===== src/rtl/pal_pkg.sv =====
`timescale 1ns/1ps
package pal_pkg;
  localparam logic [1:0] SEL_MASK  = 2'd0;
  localparam logic [1:0] SEL_INDEX = 2'd1;
  localparam logic [1:0] SEL_DATA  = 2'd2;

  typedef enum logic [1:0] {
    PH_RED = 2'd0,
    PH_GRN = 2'd1,
    PH_BLU = 2'd2
  } phase_e;
endpackage


===== src/rtl/pal_rst_sync.sv =====
`timescale 1ns/1ps
module pal_rst_sync #(
  parameter int STAGES = 2
) (
  input  logic clk,
  input  logic rst_n,
  output logic rst_sync_n
);
  logic [STAGES-1:0] chain_q;

  always_ff @(posedge clk or negedge rst_n) begin
    if (!rst_n) chain_q <= '0;
    else        chain_q <= {chain_q[STAGES-2:0], 1'b1};
  end

  assign rst_sync_n = chain_q[STAGES-1];
endmodule


===== src/rtl/pal_regs.sv =====
`timescale 1ns/1ps
module pal_regs
  import pal_pkg::*;
#(
  parameter int CPU_W  = 8,
  parameter int IDX_W  = 8,
  parameter int COMP_W = 6,
  localparam int RGB_W = 3 * COMP_W
) (
  input  logic             clk,
  input  logic             rst_n,
  input  logic             wr_en,
  input  logic [1:0]       sel,
  input  logic [CPU_W-1:0] wdata,
  output logic [IDX_W-1:0] mask_q,
  output logic [IDX_W-1:0] idx_q,
  output phase_e           phase_q,
  output logic             commit,
  output logic [IDX_W-1:0] commit_addr,
  output logic [RGB_W-1:0] commit_rgb
);
  logic [COMP_W-1:0] comp;
  logic [COMP_W-1:0] red_q, red_d;
  logic [COMP_W-1:0] grn_q, grn_d;
  logic [IDX_W-1:0]  mask_d, idx_d;
  phase_e            phase_d;

  assign comp = wdata[CPU_W-1 -: COMP_W];

  // Next-state decode of the register interface.
  always_comb begin
    mask_d  = mask_q;
    idx_d   = idx_q;
    phase_d = phase_q;
    red_d   = red_q;
    grn_d   = grn_q;
    commit  = 1'b0;
    if (wr_en) begin
      case (sel)
        SEL_MASK:  mask_d = wdata[IDX_W-1:0];
        SEL_INDEX: begin
          idx_d   = wdata[IDX_W-1:0];
          phase_d = PH_RED;
        end
        SEL_DATA: begin
          case (phase_q)
            PH_RED: begin
              red_d   = comp;
              phase_d = PH_GRN;
            end
            PH_GRN: begin
              grn_d   = comp;
              phase_d = PH_BLU;
            end
            default: begin
              commit  = 1'b1;
              idx_d   = idx_q + 1'b1;
              phase_d = PH_RED;
            end
          endcase
        end
        default: ;
      endcase
    end
  end

  assign commit_addr = idx_q;
  assign commit_rgb  = {red_q, grn_q, comp};

  always_ff @(posedge clk or negedge rst_n) begin
    if (!rst_n) begin
      mask_q  <= '1;
      idx_q   <= '0;
      phase_q <= PH_RED;
      red_q   <= '0;
      grn_q   <= '0;
    end else if (wr_en) begin
      mask_q  <= mask_d;
      idx_q   <= idx_d;
      phase_q <= phase_d;
      red_q   <= red_d;
      grn_q   <= grn_d;
    end
  end
endmodule


===== src/rtl/pal_store.sv =====
`timescale 1ns/1ps
module pal_store #(
  parameter int IDX_W = 8,
  parameter int RGB_W = 18,
  localparam int DEPTH = 1 << IDX_W
) (
  input  logic             clk,
  input  logic             rst_n,
  input  logic             we,
  input  logic [IDX_W-1:0] waddr,
  input  logic [RGB_W-1:0] wdata,
  input  logic [IDX_W-1:0] raddr,
  output logic [RGB_W-1:0] rdata_q
);
  logic [RGB_W-1:0] mem [DEPTH];

  always_ff @(posedge clk) begin
    if (we) mem[waddr] <= wdata;
  end

  always_ff @(posedge clk or negedge rst_n) begin
    if (!rst_n) rdata_q <= '0;
    else        rdata_q <= mem[raddr];
  end
endmodule


===== src/rtl/pal_lut.sv =====
`timescale 1ns/1ps
module pal_lut
  import pal_pkg::*;
#(
  parameter int CPU_W  = 8,
  parameter int IDX_W  = 8,
  parameter int COMP_W = 6,
  localparam int RGB_W = 3 * COMP_W
) (
  input  logic             clk,
  input  logic             rst_n,
  input  logic             cpu_wr,
  input  logic [1:0]       cpu_addr,
  input  logic [CPU_W-1:0] cpu_wdata,
  output logic [CPU_W-1:0] cpu_rdata,
  input  logic [IDX_W-1:0] pix_idx,
  output logic [RGB_W-1:0] pix_rgb
);
  logic             rst_sync_n;
  logic [IDX_W-1:0] mask_q;
  logic [IDX_W-1:0] idx_q;
  phase_e           phase_q;
  logic             commit;
  logic [IDX_W-1:0] commit_addr;
  logic [RGB_W-1:0] commit_rgb;
  logic [IDX_W-1:0] look_addr;

  pal_rst_sync #(.STAGES(2)) u_rst (
    .clk        (clk),
    .rst_n      (rst_n),
    .rst_sync_n (rst_sync_n)
  );

  pal_regs #(.CPU_W(CPU_W), .IDX_W(IDX_W), .COMP_W(COMP_W)) u_regs (
    .clk         (clk),
    .rst_n       (rst_sync_n),
    .wr_en       (cpu_wr),
    .sel         (cpu_addr),
    .wdata       (cpu_wdata),
    .mask_q      (mask_q),
    .idx_q       (idx_q),
    .phase_q     (phase_q),
    .commit      (commit),
    .commit_addr (commit_addr),
    .commit_rgb  (commit_rgb)
  );

  assign look_addr = pix_idx & mask_q;

  pal_store #(.IDX_W(IDX_W), .RGB_W(RGB_W)) u_store (
    .clk     (clk),
    .rst_n   (rst_sync_n),
    .we      (commit),
    .waddr   (commit_addr),
    .wdata   (commit_rgb),
    .raddr   (look_addr),
    .rdata_q (pix_rgb)
  );

  assign cpu_rdata = (cpu_addr == SEL_MASK) ? CPU_W'(mask_q) : '0;
endmodule


===== config.mk =====
export PLATFORM = sky130hd
export DESIGN_NAME = pal_lut
export DESIGN_NICKNAME = d
export VERILOG_FILES = /design/src/rtl/pal_pkg.sv /design/src/rtl/pal_rst_sync.sv /design/src/rtl/pal_regs.sv /design/src/rtl/pal_store.sv /design/src/rtl/pal_lut.sv
export SDC_FILE = /design/constraint.sdc
export NUM_CORES = 2
export LEC_CHECK = 0
export BUFFER_PORTS_ARGS = -buffer_cell sky130_fd_sc_hd__buf_2
export CAP_MARGIN = 20
export CORE_MARGIN = 5
export CORE_UTILIZATION = 40
export CTS_CLUSTER_SIZE = 40
export DETAILED_ROUTE_END_ITERATION = 10
export GPL_TIMING_DRIVEN = 0
export PLACE_DENSITY = 0.59
export SYNTH_ARGS = -nofsm -noshare
export SYNTH_HDL_FRONTEND = slang
export SYNTH_HIERARCHICAL = 1
export SYNTH_MEMORY_MAX_BITS = 65536
export SYNTH_SLANG_ARGS = --single-unit

===== constraint.sdc =====
create_clock -name clk -period 2.05 [get_ports clk]
set_input_delay 0.1025 -clock clk [delete_from_list [all_inputs] [get_ports clk]]
set_output_delay 0.1025 -clock clk [all_outputs]
set_load 0.02 [all_outputs]

# Yosys cells after proc, flatten, opt, wreduce, memory -nomap -nowiden
# Memory sizes are Yosys's and may differ from the RTL's. A register that Yosys moved wholly into a read port is not among the register bits.
# Index checks and enable logic that the tools add are counted.
[word_totals] ram_bits=4608 output_inout_bits=26 reg_bits=32 word_cells=33 memories=1
[classes] n_eq_ne=4 n_bitwise=1 add_sub_neg=1 reduce_logical=10 mux=10
[memory_table] name="u_store.mem" depth=256 word_bits=18 rd=1 rd_clocked_by_memory_dff=1 write_ports=1 line_no="pal_store.sv:15" text="logic [RGB_W-1:0] mem [DEPTH];"
[ops] operator="8-bit two-way mux" n=2
[ops] operator="8-bit case mux with 2 select lines" n=1
[ops] operator="3-bit AND reduction" n=3
[ops] operator="8-bit by 1-bit adder with 8-bit output (second input constant)" n=1
[ops] operator="8-bit AND" n=1
[ops] operator="2-bit case mux with 2 select lines" n=2
[ops] operator="1-bit two-way mux" n=5
[ops] operator="2-bit by 1-bit == test with 1-bit output (second input constant)" n=2
[ops] operator="2-bit zero test" n=2
[ops] operator="2-bit AND reduction" n=2
[ops] operator="2-bit == test (second input constant)" n=1
[ops] operator="2-bit inequality test (second input constant)" n=1
[ops] operator="2-bit nonzero test" n=1
[ops] operator="2-bit OR reduction" n=1
[ops] operator="1-bit zero test" n=1

# Logic depth before layout (Yosys ltp)
[depth] depth_word=7 depth_mapped=13

# By module
# The synthesis kept the hierarchy.
[modules_own_cells] mod="pal_store" instances=1 area_each_um2=178556.2 cells_per_inst=8213 seq_area_each_um2=138823.1
[modules_own_cells] mod="pal_regs" instances=1 area_each_um2=1532.7 cells_per_inst=133 seq_area_each_um2=760.7
[modules_own_cells] mod="pal_lut" instances=1 area_each_um2=172.7 cells_per_inst=18 seq_area_each_um2=0.0
[modules_own_cells] mod="pal_rst_sync" instances=1 area_each_um2=53.8 cells_per_inst=3 seq_area_each_um2=50.0

# Least setup slack after synthesis
# No wires, ideal clock.
[synth_path] path_kind="reg-to-reg" start="reg u_regs.red_q[0]" end="mem u_store.mem[0][12] (data pin)" arrival_ns=3.181 path_stages_with_launch=1 required_time_ns=1.247 period_less_slack_ns=3.984 setup_ns=0.803 n_path_buf=0 path_slack_ns=-1.934 cell_sequence="dfrtp_1"
[synth_lines] item="from (decl)" line_no="pal_regs.sv:23" text="logic [COMP_W-1:0] red_q, red_d;"
[synth_lines] item="from (signal assigned)" line_no="pal_regs.sv:81" text="red_q <= red_d;"
[synth_lines] item="to (decl)" line_no="pal_store.sv:15"
# Straight into the memory's write port.

# Worst setup path after layout
[layout_path] start="reg u_regs.mask_q[2]" end="reg u_store.rdata_q[14] (read register of u_store.mem)"
[layout_between] elab_chain_len=1
[layout_rtl] item="from (decl)" line_no="pal_regs.sv:15" text="output logic [IDX_W-1:0] mask_q,"
[layout_rtl] item="from (signal assigned)" line_no="pal_regs.sv:78" text="mask_q <= mask_d;"
[layout_rtl] item="8-bit AND" line_no="pal_lut.sv:48" text="assign look_addr = pix_idx & mask_q;"
[layout_rtl] item="net look_addr[2]" line_no="pal_lut.sv:26" text="logic [IDX_W-1:0] look_addr;"
[layout_rtl] item="to (decl)" line_no="pal_store.sv:13" text="output logic [RGB_W-1:0] rdata_q"
# The timed path passes the listed nets, and every way through them passes these cells.
# A chain may end at the register's enable or synchronous reset.

==> impl_metrics.env <==
export IMPL_critPathMaxFanout=11
export IMPL_p_leak_nw=68.3
export IMPL_dpl_cell_area_um2=195000
export IMPL_io_buffers=46
export IMPL_fin_worst_skew_ns=0.0880
export IMPL_final_util_pct=48.9
export IMPL_setup_viol=4808
export IMPL_maxSlewViolCount=0
export IMPL_groute_usage_overall_pct=24.9
export IMPL_die_x_um=681
export IMPL_fin_nets=9564
export IMPL_place_congestion=0.964
export IMPL_drt_wl_total_mm=596
export IMPL_dp_cells=14700
export IMPL_grt_pass1_wl_mm=794
export IMPL_die_area_um2=464000
export IMPL_drv_cap=0
export IMPL_setup_tns_ns=-3867.49
export IMPL_switchingPower_mw=62.3
export IMPL_grt_max_degree=141
export IMPL_clk_pin_slew_worst_paths_ns=0.06
export IMPL_slew_headroom_pct=19.1
export IMPL_numCtsBuffers=452
export IMPL_p_clk_share_pct=34.9
export IMPL_die_y_um=681
export IMPL_dr_pass1_iters=7
export IMPL_design_area_um2=220000
export IMPL_wl_per_cell_um=37.5
export IMPL_violations="negative setup slack"
export IMPL_critical_path_endpoint_type="register"
export IMPL_antenna_left=0
export IMPL_switching_share_pct=26.9
export IMPL_synth_area_um2=180000
export IMPL_drive_gt1_share_pct=35.6
export IMPL_fin_crit_ns=4.04
export IMPL_min_period_over_period_pct=197
export IMPL_syn_inst=8359
export IMPL_p_comb_share_pct=16.2
export IMPL_grt_overflow=0
export IMPL_via_per_inst=6.17
export IMPL_grt_pass1_vias=93600
export IMPL_rsz0062_at_grt="yes"
export IMPL_hold_viol=0
export IMPL_min_path_type="primary input to register"
export IMPL_p_int_mw=169
export IMPL_start_kind="register"
export IMPL_outcome="complete, but fails checks"
export IMPL_synth_net_count=8384
export IMPL_clockBufferDepth=4
export IMPL_cts_tree="yes"
export IMPL_fin_cells=15900
export IMPL_fmax_mhz=248
export IMPL_setup_ws_ns=-1.99
export IMPL_antenna_found_initial=34
export IMPL_clkLatencyLatePin_ns=1.02
export IMPL_max_slew_worst_pin_slew_ns=1.21
export IMPL_seq_power_share_pct=48.8
export IMPL_rows=246
export IMPL_dp_slack_ns=-4.27
export IMPL_coreArea_um2=449000
export IMPL_cts_max_level=5
export IMPL_post_dp_hpwl_mm=409
export IMPL_synthToLayoutAreaGrowth_pct=21.8
export IMPL_ioPinCount=47
export IMPL_required_ns=2.87
export IMPL_drtIter0Drc=14900
export IMPL_vias=98100
export IMPL_synth_warnings=6
export IMPL_clockRootBuffer="clkbuf_16"
export IMPL_p_per_area_nw_per_um2=1050
export IMPL_peakVddDrop_mv=0.935
export IMPL_timing_hold_ws_ns=0.0897
export IMPL_clock_sinks=4658
export IMPL_postSynthAreaPerCell_um2=21.6
export IMPL_drt_drc_violations_left=0
export IMPL_finalPower_mw=231
export IMPL_start_util_pct=40.1
export IMPL_path_class="register to register"
export IMPL_arrival_ns=4.86
-- repair_timing --
action,4_1_cts,5_1_grt
endpoints found under the setup margin,4742,4878
cloned,4,18
setup buffers,72,234
pin swaps,115,154
endpoints found under the hold margin,475,0
hold buffers,25,0
resized for setup,1148,444
-- layout make-up --
cell class	instances	area, um2
antenna	28	70.1
buffer	506	5460
clock buffer	572	12000
clock inverter	257	2190
fill	35400	229000
inverter	8	33.8
multi-input combinational	3174	42400
sequential	4658	140000
tap	5952	7450
timing repair buffer	739	10300
-- sequential cells by signal, indices dropped and copies added (netlist names) --
name / flops
u_regs/commit_addr: 8
u_regs/grn_q: 6
u_regs/mask_q: 8
u_regs/phase_q: 2
u_regs/red_q: 6
u_rst/chain_q: 2
u_store/mem: 4608
u_store/rdata_q: 18
-- routing by layer --
metal	share of wire [%]	vias to the layer above	routed length [um]	track usage, %
li1	-	38100	-	-
met1	36	52400	217000	32.7
met2	46	6257	272000	38.2
met3	11	1323	67500	6.57
met4	6.6	10	39500	13.1
met5	0.012	-	71	0
-- worst max-delay path, stage by stage (launching register included) --
cell and delay (ns):
dfstp_2 0.54, and2_4 0.30, clkbuf_8 0.37, clkbuf_4 0.46, clkbuf_2 0.37, a21oi_1 0.12
nor3_4 0.58, o32ai_4 0.30, nor4_4 0.77
-- worst paths after layout --
path	depth (start not counted)	slack, ns	startpoint	endpoint
max in group asynchronous	1	1.24	u_rst/chain_q[1]	u_regs/red_q[2]
worst max register to register	8	-1.99	u_regs/mask_q[2]	u_store/rdata_q[14]
worst min-delay path	4	0.09	cpu_wdata[5]	u_regs/commit_addr[5]
worst min register to register	0	0.12	u_rst/chain_q[1]	u_store/rdata_q[13]
min in group asynchronous	0	0.12	u_rst/chain_q[1]	u_store/rdata_q[13]
worst max-delay path	8	-1.99	u_regs/mask_q[2]	u_store/rdata_q[14]
-- power by group through the flow --
stage                     clock network [mW]  logic [mW]  registers [mW]
after floorplan                            0        12.7             117
after detailed placement                   0        31.7             115
final                                   80.8        37.5             113
after global placement                     0        22.9             119
after global routing                    85.7        38.0             113
after CTS                               81.6        34.9             113
-- placed cells by master, fill, tap and decap left out, types with 133 or more instances in the layout --
| master | n |
|---|---|
| nor2_2 | 135 |
| edfxtp_1 | 4608 |
| nor2_4 | 139 |
| o221ai_1 | 220 |
| mux4_2 | 890 |
| buf_8 | 182 |
| clkbuf_16 | 477 |
| buf_16 | 155 |
| clkbuf_1 | 155 |
| buf_12 | 133 |
| a21oi_1 | 138 |
| buf_4 | 288 |
| mux2i_1 | 681 |
(Power assumes the default switching activity.)
